**src/rtl/symfir_pkg.sv**
```systemverilog
package symfir_pkg;

    localparam int SMP_W  = 16;
    localparam int COEF_W = 16;
    localparam int FRAC_W = 15;
    localparam int ACC_W  = 40;

    typedef logic signed [SMP_W-1:0]      smp_t;
    typedef logic signed [SMP_W:0]        fold_t;
    typedef logic signed [COEF_W-1:0]     coef_t;
    typedef logic signed [SMP_W+COEF_W:0] prod_t;
    typedef logic signed [ACC_W-1:0]      acc_t;

    // One product travelling from the multiplier to the accumulator.
    typedef struct packed {
        logic  live;
        prod_t value;
    } term_t;

    localparam acc_t ACC_HI = acc_t'((2 ** (SMP_W - 1)) - 1);
    localparam acc_t ACC_LO = -acc_t'(2 ** (SMP_W - 1));

    // Coefficient generator: replace this body to retune the filter.
    function automatic coef_t coef_lut(int idx, int used);
        int v;
        if (idx >= used) begin
            v = 0;
        end else begin
            v = ((idx * 251 + 97) % 4001) - 2000;
        end
        return coef_t'(v);
    endfunction

    // Round half up, drop the fraction, clamp to the sample range.
    function automatic smp_t round_sat(acc_t a);
        acc_t r;
        r = (a + (acc_t'(1) <<< (FRAC_W - 1))) >>> FRAC_W;
        if (r > ACC_HI) begin
            r = ACC_HI;
        end else if (r < ACC_LO) begin
            r = ACC_LO;
        end
        return r[SMP_W-1:0];
    endfunction

endpackage

```
**src/rtl/symfir_slot_ctrl.sv**
```systemverilog
module symfir_slot_ctrl #(
    parameter int SLOT  = 64,
    parameter int NCOEF = 54,
    parameter int SEL_W = $clog2(SLOT)
) (
    input  logic             clk,
    input  logic             rst,
    input  logic             start,
    output logic [SEL_W-1:0] idx,
    output logic             term_live,
    output logic             finish
);

    localparam logic [SEL_W-1:0] LAST = SEL_W'(SLOT - 1);

    logic             busy_q;
    logic [SEL_W-1:0] cnt_q;

    always_ff @(posedge clk) begin
        if (rst) begin
            busy_q <= 1'b0;
            cnt_q  <= '0;
        end else if (start) begin
            busy_q <= 1'b1;
            cnt_q  <= '0;
        end else if (busy_q) begin
            if (cnt_q == LAST) begin
                busy_q <= 1'b0;
            end else begin
                cnt_q <= cnt_q + 1'b1;
            end
        end
    end

    assign idx       = cnt_q;
    assign term_live = busy_q && (int'(cnt_q) < NCOEF) && !start;
    assign finish    = busy_q && (cnt_q == LAST) && !start;

endmodule

```
**src/rtl/symfir_taps.sv**
```systemverilog
module symfir_taps
    import symfir_pkg::*;
#(
    parameter int NTAPS = 107,
    parameter int SEL_W = 6
) (
    input  logic             clk,
    input  logic             rst,
    input  logic             shift_en,
    input  smp_t             din,
    input  logic [SEL_W-1:0] sel,
    output fold_t            fold_out
);

    localparam int NPAIRS = NTAPS / 2;
    localparam int NCOEF  = NPAIRS + 1;

    smp_t  line_q [NTAPS];
    fold_t folds  [NCOEF];

    always_ff @(posedge clk) begin
        if (rst) begin
            for (int i = 0; i < NTAPS; i++) begin
                line_q[i] <= '0;
            end
        end else if (shift_en) begin
            line_q[0] <= din;
            for (int i = 1; i < NTAPS; i++) begin
                line_q[i] <= line_q[i-1];
            end
        end
    end

    // Pre-adders: each pair of mirrored taps folds into one operand.
    for (genvar g = 0; g < NPAIRS; g++) begin : g_pair
        assign folds[g] = fold_t'(line_q[g]) + fold_t'(line_q[NTAPS-1-g]);
    end
    assign folds[NPAIRS] = fold_t'(line_q[NPAIRS]);

    always_comb begin
        fold_out = '0;
        if (int'(sel) < NCOEF) begin
            fold_out = folds[sel];
        end
    end

endmodule

```
**src/rtl/symfir_coef_rom.sv**
```systemverilog
module symfir_coef_rom
    import symfir_pkg::*;
#(
    parameter int DEPTH = 64,
    parameter int NCOEF = 54,
    parameter int SEL_W = $clog2(DEPTH)
) (
    input  logic [SEL_W-1:0] sel,
    output coef_t            coef
);

    coef_t rom [DEPTH];

    for (genvar g = 0; g < DEPTH; g++) begin : g_entry
        assign rom[g] = coef_lut(g, NCOEF);
    end

    assign coef = rom[sel];

endmodule

```
**src/rtl/symfir_mac.sv**
```systemverilog
module symfir_mac
    import symfir_pkg::*;
(
    input  logic  clk,
    input  logic  rst,
    input  logic  clear,
    input  logic  term_live,
    input  fold_t fold,
    input  coef_t coef,
    input  logic  finish,
    output smp_t  y,
    output logic  y_valid
);

    term_t term_q;
    acc_t  acc_q;
    smp_t  y_q;
    logic  yv_q;

    always_ff @(posedge clk) begin
        if (rst) begin
            term_q <= '0;
            acc_q  <= '0;
            y_q    <= '0;
            yv_q   <= 1'b0;
        end else begin
            yv_q <= finish;
            if (clear) begin
                term_q <= '0;
                acc_q  <= '0;
            end else begin
                term_q.live  <= term_live;
                term_q.value <= prod_t'(fold) * prod_t'(coef);
                if (term_q.live) begin
                    acc_q <= acc_q + acc_t'(term_q.value);
                end
            end
            if (finish) begin
                y_q <= round_sat(acc_q);
            end
        end
    end

    assign y       = y_q;
    assign y_valid = yv_q;

endmodule

```
**src/rtl/symfir_filter.sv**
```systemverilog
module symfir_filter
    import symfir_pkg::*;
#(
    parameter int NTAPS = 107,
    parameter int SLOT  = 64
) (
    input  logic                    clk,
    input  logic                    rst,
    input  logic                    in_valid,
    input  logic signed [SMP_W-1:0] in_sample,
    output logic                    out_valid,
    output logic signed [SMP_W-1:0] out_sample
);

    localparam int NCOEF = NTAPS / 2 + 1;
    localparam int SEL_W = $clog2(SLOT);

    logic [SEL_W-1:0] idx;
    logic             term_live;
    logic             finish;
    fold_t            fold;
    coef_t            coef;
    smp_t             y;

    symfir_slot_ctrl #(.SLOT(SLOT), .NCOEF(NCOEF), .SEL_W(SEL_W)) ctrl_i (
        .clk       (clk),
        .rst       (rst),
        .start     (in_valid),
        .idx       (idx),
        .term_live (term_live),
        .finish    (finish)
    );

    symfir_taps #(.NTAPS(NTAPS), .SEL_W(SEL_W)) taps_i (
        .clk      (clk),
        .rst      (rst),
        .shift_en (in_valid),
        .din      (in_sample),
        .sel      (idx),
        .fold_out (fold)
    );

    symfir_coef_rom #(.DEPTH(SLOT), .NCOEF(NCOEF), .SEL_W(SEL_W)) rom_i (
        .sel  (idx),
        .coef (coef)
    );

    symfir_mac mac_i (
        .clk       (clk),
        .rst       (rst),
        .clear     (in_valid),
        .term_live (term_live),
        .fold      (fold),
        .coef      (coef),
        .finish    (finish),
        .y         (y),
        .y_valid   (out_valid)
    );

    assign out_sample = y;

endmodule

```
**config.mk**
```make
export PLATFORM = sky130hd
export DESIGN_NAME = symfir_filter
export DESIGN_NICKNAME = d
export VERILOG_FILES = /design/src/rtl/symfir_pkg.sv /design/src/rtl/symfir_slot_ctrl.sv /design/src/rtl/symfir_taps.sv /design/src/rtl/symfir_coef_rom.sv /design/src/rtl/symfir_mac.sv /design/src/rtl/symfir_filter.sv
export SDC_FILE = /design/constraint.sdc
export NUM_CORES = 2
export LEC_CHECK = 0
export BUFFER_PORTS_ARGS = -buffer_cell sky130_fd_sc_hd__buf_2
export CORE_MARGIN = 4
export CORE_UTILIZATION = 46
export DETAILED_ROUTE_END_ITERATION = 8
export PLACE_DENSITY = 0.67
export RECOVER_POWER = 50
export SLEW_MARGIN = 15
export SYNTH_ARGS = -nofsm -noshare
export SYNTH_HDL_FRONTEND = slang
export SYNTH_HIERARCHICAL = 1
export SYNTH_SLANG_ARGS = --single-unit
export TNS_END_PERCENT = 1
```
**constraint.sdc**
```tcl
create_clock -name clk -period 77.6 [get_ports clk]
set_clock_uncertainty 0.05 [all_clocks]
set_input_delay 11.64 -clock clk [delete_from_list [all_inputs] [get_ports clk]]
set_output_delay 11.64 -clock clk [all_outputs]
set_load 0.02 [all_outputs]
```
-- Word level (Yosys, flattened, before mapping)
Memory sizes are Yosys's and may differ from the RTL's.
Cells that the tools add are included.
- register bits after elaboration: 98
- RAM bits: 1712
- memory bits (read-only): 1024
- input bits: 19
- output and inout port bits: 17
- logic and storage cells: 310
- memories kept: 2
- memory list (memory ; words ; width ; read ports ; clocked after Yosys merged registers in ; write ports ; RTL line ; RTL):
    taps_i.line_q ; 107 ; 16 ; 107 ; 0 ; 107 ; symfir_taps.sv:18 ; smp_t line_q [NTAPS];
    (no name shown) ; 64 ; 16 ; 1 ; 0 ; 0 ; symfir_coef_rom.sv:18 ; assign coef = rom[sel];
- add/sub/neg operators: 56
- multipliers: 1
- order comparisons: 4
- equal/unequal tests: 1
- muxes and demuxes: 123
- bitwise gates (word level): 109
- reduce and logical (&&, ||, !) cells: 7
- operators by type and width (operator ; number):
    two-way mux 16 bit ; 111
    adder 16 x 16 -> 17 bit ; 53
    OR 1 bit ; 107
    binary-select mux 17 bit (select 6 bit) ; 1
    two-way mux 17 bit ; 3
    adder 40 x 16 -> 40 bit (second input constant) ; 1
    adder 40 x 33 -> 40 bit ; 1
    multiplier 17 x 16 -> 33 bit ; 1
    > comparator 25 x 16 -> 1 bit (second input constant) ; 1
    < comparator 25 x 16 -> 1 bit (second input constant) ; 1
    two-way mux 1 bit ; 8
    greater-or-equal comparator 7 bit (second input constant) ; 1
    NOT 6 -> 7 bit ; 1
    adder 6 x 1 -> 6 bit (second input constant) ; 1
    == test 6 bit (second input constant) ; 1
    < comparator 6 bit (second input constant) ; 1
    logical AND 1 bit ; 4
    AND reduction 2 bit ; 1
    OR reduction 2 bit ; 1
    zero test 1 bit ; 1
    NOT 1 bit ; 1

-- Logic depth before layout (Yosys ltp)
An unclocked memory read counts as a cell.
- word-level depth: 7
- mapped depth: 41

-- By module
Netlist, hierarchy kept.
- by module, submodules not included (module ; instances ; cells an instance ; area each (µm²)):
    symfir_taps ; 1 ; 9421 ; 105697.6
    symfir_mac ; 1 ; 1789 ; 15947.8
    symfir_coef_rom ; 1 ; 107 ; 758.2
    symfir_slot_ctrl ; 1 ; 41 ; 369.1

-- Worst setup path before layout
OpenSTA, ideal clock, no wires.
- path type: input-to-reg
- from: input port rst
- to: memory taps_i/line_q[0][0] (netlist name), enable pin
- library setup time: 1.397 ns
- data arrival time: 32.403 ns
- slack: 43.751 ns
- stages: 3
- cell sequence: clkbuf_1 > clkbuf_1 > or2_2
- RTL lines (what ; RTL line ; RTL):
    start, declared ; symfir_filter.sv:8 ; input logic rst,
    end, declared ; symfir_taps.sv:18 ;

==> run_results.csv <==
group,metric,value,unit
layout,drive_gt1_share,5.58,%
clocking,cts_buffers,211,
critical_path,crit_fanout,162,
place,placed_area,0.127,sq mm
drt,avgViaCountPerCell,6.03,
critical_path,start_kind,"primary input",
sta,hold_viol_final,0,
drt,drcViolationCount,0,
critical_path,cp_slowest_stage_delay,6.75,ns
synthesis,syn_inst,11400,
layout,stdcell_count,15000,
place,hpwl,262000,microns
sta,finalSetupTns,0,ns
clocking,clk_latency,0.89,ns
synthesis,synth_enable_flop_cells,1712,
synthesis,syn_area,0.123,sq mm
critical_path,crit_type,"in -> reg",
drt,via_count,90600,
clocking,cts_root_buf,"clkbuf_16",
sta,finalSetupViolCount,0,
critical_path,critPathCaptureType,"flop",
clocking,cts_setup_buffers,0,
power,total_power,4.49,mW
global_routing,track_usage,26.1,%
synthesis,synth_ff_type,"edfxtp_1",
power,powerDensity,33.6,mW/mm^2
critical_path,path_buf_inv,4,
sta,worstMarginPinSlew,10.35,ns
synthesis,ys_seq_elements,1810,
critical_path,crit_arrival,32.17,ns
layout,fin_util,50.3,%
critical_path,path_common_cell,"clkbuf_1",
drt,drt_pre_antenna_iters,9,
clocking,cts_max_level,4,
synthesis,async_flop_share,0,%
power,p_leak,54.9,nW
place,gp_congestion,0.943,
sta,worst_slack,45.85,ns
hold_path,whs_path_depth,2,
synthesis,ys_warn_count,6,
drt,wl_per_cell,24.7,microns
sta,max_freq,31.5,MHz
global_routing,grt_max_degree,291,
floorplanning,fp.dieW,525,microns
synthesis,yosysUniqueCellTypes,112,
layout,syn_to_final_growth,8.78,%
clocking,holdBufCountCts,0,
synthesis,yosysSeqAreaShare,43.5,%
outcome,violations,"max-capacitance violations, max-slew violations",
global_routing,grt_pass1_wl,556000,microns
sta,post-route-min-period,31.75,ns
clocking,cts-resized-gates,0,
floorplanning,ios,36,
sta,rsz0062_at_grt,"no",
floorplanning,die-area,0.275,sq mm
layout,final_area,0.134,sq mm
place,port_buffers,35,
drt,drt_iter0_markers,9556,
global_routing,grt_pass1_vias,90600,
global_routing,gr-total-overflow,0,
critical_path,critical_path_depth,5,
layout,nNetsFinal,12700,
global_routing,antenna_found_initial,16,
drt,ant_nets,0,
layout,final_cell_mix,"edfxtp_1, ha_1, nor2b_1",
critical_path,critical_path.cell_chain,"clkbuf_1 > or2_0 > clkbuf_1 > clkbuf_1 > buf_4",
sta,fin_crit_sh,40.9,%
layout,mostFrequentLayoutCell,"edfxtp_1",
critical_path,cpMaxStageDelayCell,"clkbuf_1",
clocking,cts.sinks,1810,
place,dp_worst_setup_slack,59.07,ns
sta,drv_slew,1959,
floorplanning,dieHeight,525,microns
clocking,cts_tree,"done",
synthesis,synth_nets,12700,
critical_path,crit_family,"buffers and inverters",
clocking,cts_max_path_buffers,4,
floorplanning,core-area,0.265,sq mm
outcome,status,"finished with violations",
critical_path,r2r_cells,29,
critical_path,required,78.01,ns
synthesis,avgSynthCellArea,10.8,sq um
sta,hold_slack,0.440,ns
floorplanning,start_util,46.3,%
floorplanning,row_count,189,
place,placed_cells,14700,
hold_path,hold_class,"reg -> reg",
flow_run,cap_violations,16,
power,vdd_drop_max,0.156,mV
sta,slew_headroom,-590,%
drt,finalWirelength,371000,microns
clocking,clk_pin_slew_worst_paths,0.06,ns
==> tightest hold or removal path: stages, from the launching register on <==
cell and delay (ns):
dfxtp_1 0.31, nor2_1 0.08, a211oi_1 0.05
==> final cells by class <==
cell class	instances	area [sq um]
fill	23300	132000
multi-input combinational	8516	65500
sequential	1810	53400
clock buffer	258	5580
tap	3533	4420
inverter	631	2380
timing repair buffer	171	1150
clock inverter	119	1100
antenna	5	12.5
==> path summary, 6_finish.rpt <==
| path | start | to | slack [ns] |
|---|---|---|---|
| setup / recovery | rst | taps_i/line_q[6][12]$_SDFFCE_PP0P_ | 45.85 |
| hold / removal | mac_i/y[2]$_SDFFE_PP0P_ | mac_i/y[2]$_SDFFE_PP0P_ | 0.44 |
| setup reg to reg | ctrl_i/idx[0]$_SDFFE_PP0P_ | mac_i/term_q[31]$_SDFF_PP0_ | 65.32 |
| hold reg to reg | mac_i/y[2]$_SDFFE_PP0P_ | mac_i/y[2]$_SDFFE_PP0P_ | 0.44 |
==> where the power goes <==
part           leakage [nW]  internal (mW)  switching (mW)
Combinational          31.9          0.933            1.36
Sequential             19.7           1.15          0.0457
Clock                  3.28          0.575           0.425
Total                  54.9           2.66            1.83
==> sequential cells by signal, summed over array words and instances, names as in the netlist <==
| register | count |
|---|---|
| mac_i/y_valid | 1 |
| taps_i/line_q | 1712 |
| mac_i/y | 16 |
| mac_i/acc_q | 40 |
| ctrl_i/busy_q | 1 |
| ctrl_i/idx | 6 |
| mac_i/term_q | 34 |
==> metal layers <==
metal,part of all wire [%],vias up,wire length [microns],GRT usage [%]
met1,41,44900,154000,35.1
met5,0.0062,-,23,0
met2,46,3937,170000,42.0
li1,-,40900,-,-
met3,7.9,858,29200,3.89
met4,4.8,4,17900,11.2
==> kinds of logic (layout without fill, tap and decap cells) <==
kind of cell    count (synthesis)  after routing  share of synthesized area (%)
flops                        1810           1810                           43.5
fa+ha+maj                    1315           1315                           15.4
mux                           191            191                           2.52
simple gates                 3941           3941                           17.6
other cells                     0              5                              0
xor+xnor                      668            668                           4.77
buf+inv                      1032           1179                           3.23
compound gates               2401           2401                           13.0
==> cells in the mapped netlist (98+ instances only) <==
cell type	count	share of area (%)
fa_1	330	5.4
nor2_1	652	2.0
inv_1	630	1.9
ha_1	985	10
nand2b_1	146	0.74
nand3_1	130	0.53
nor3_1	178	0.73
clkbuf_1	342	1.0
o21ai_0	402	1.6
nand2_1	515	1.6
a21o_1	227	1.4
and2_1	1215	6.2
a211oi_1	168	1.0
a21oi_1	582	2.4
o21a_1	166	1.0
xor2_1	269	1.9
nor2b_1	751	3.8
dfxtp_1	98	1.6
edfxtp_1	1712	42
xnor2_1	399	2.8
(Power assumes the default switching activity.)
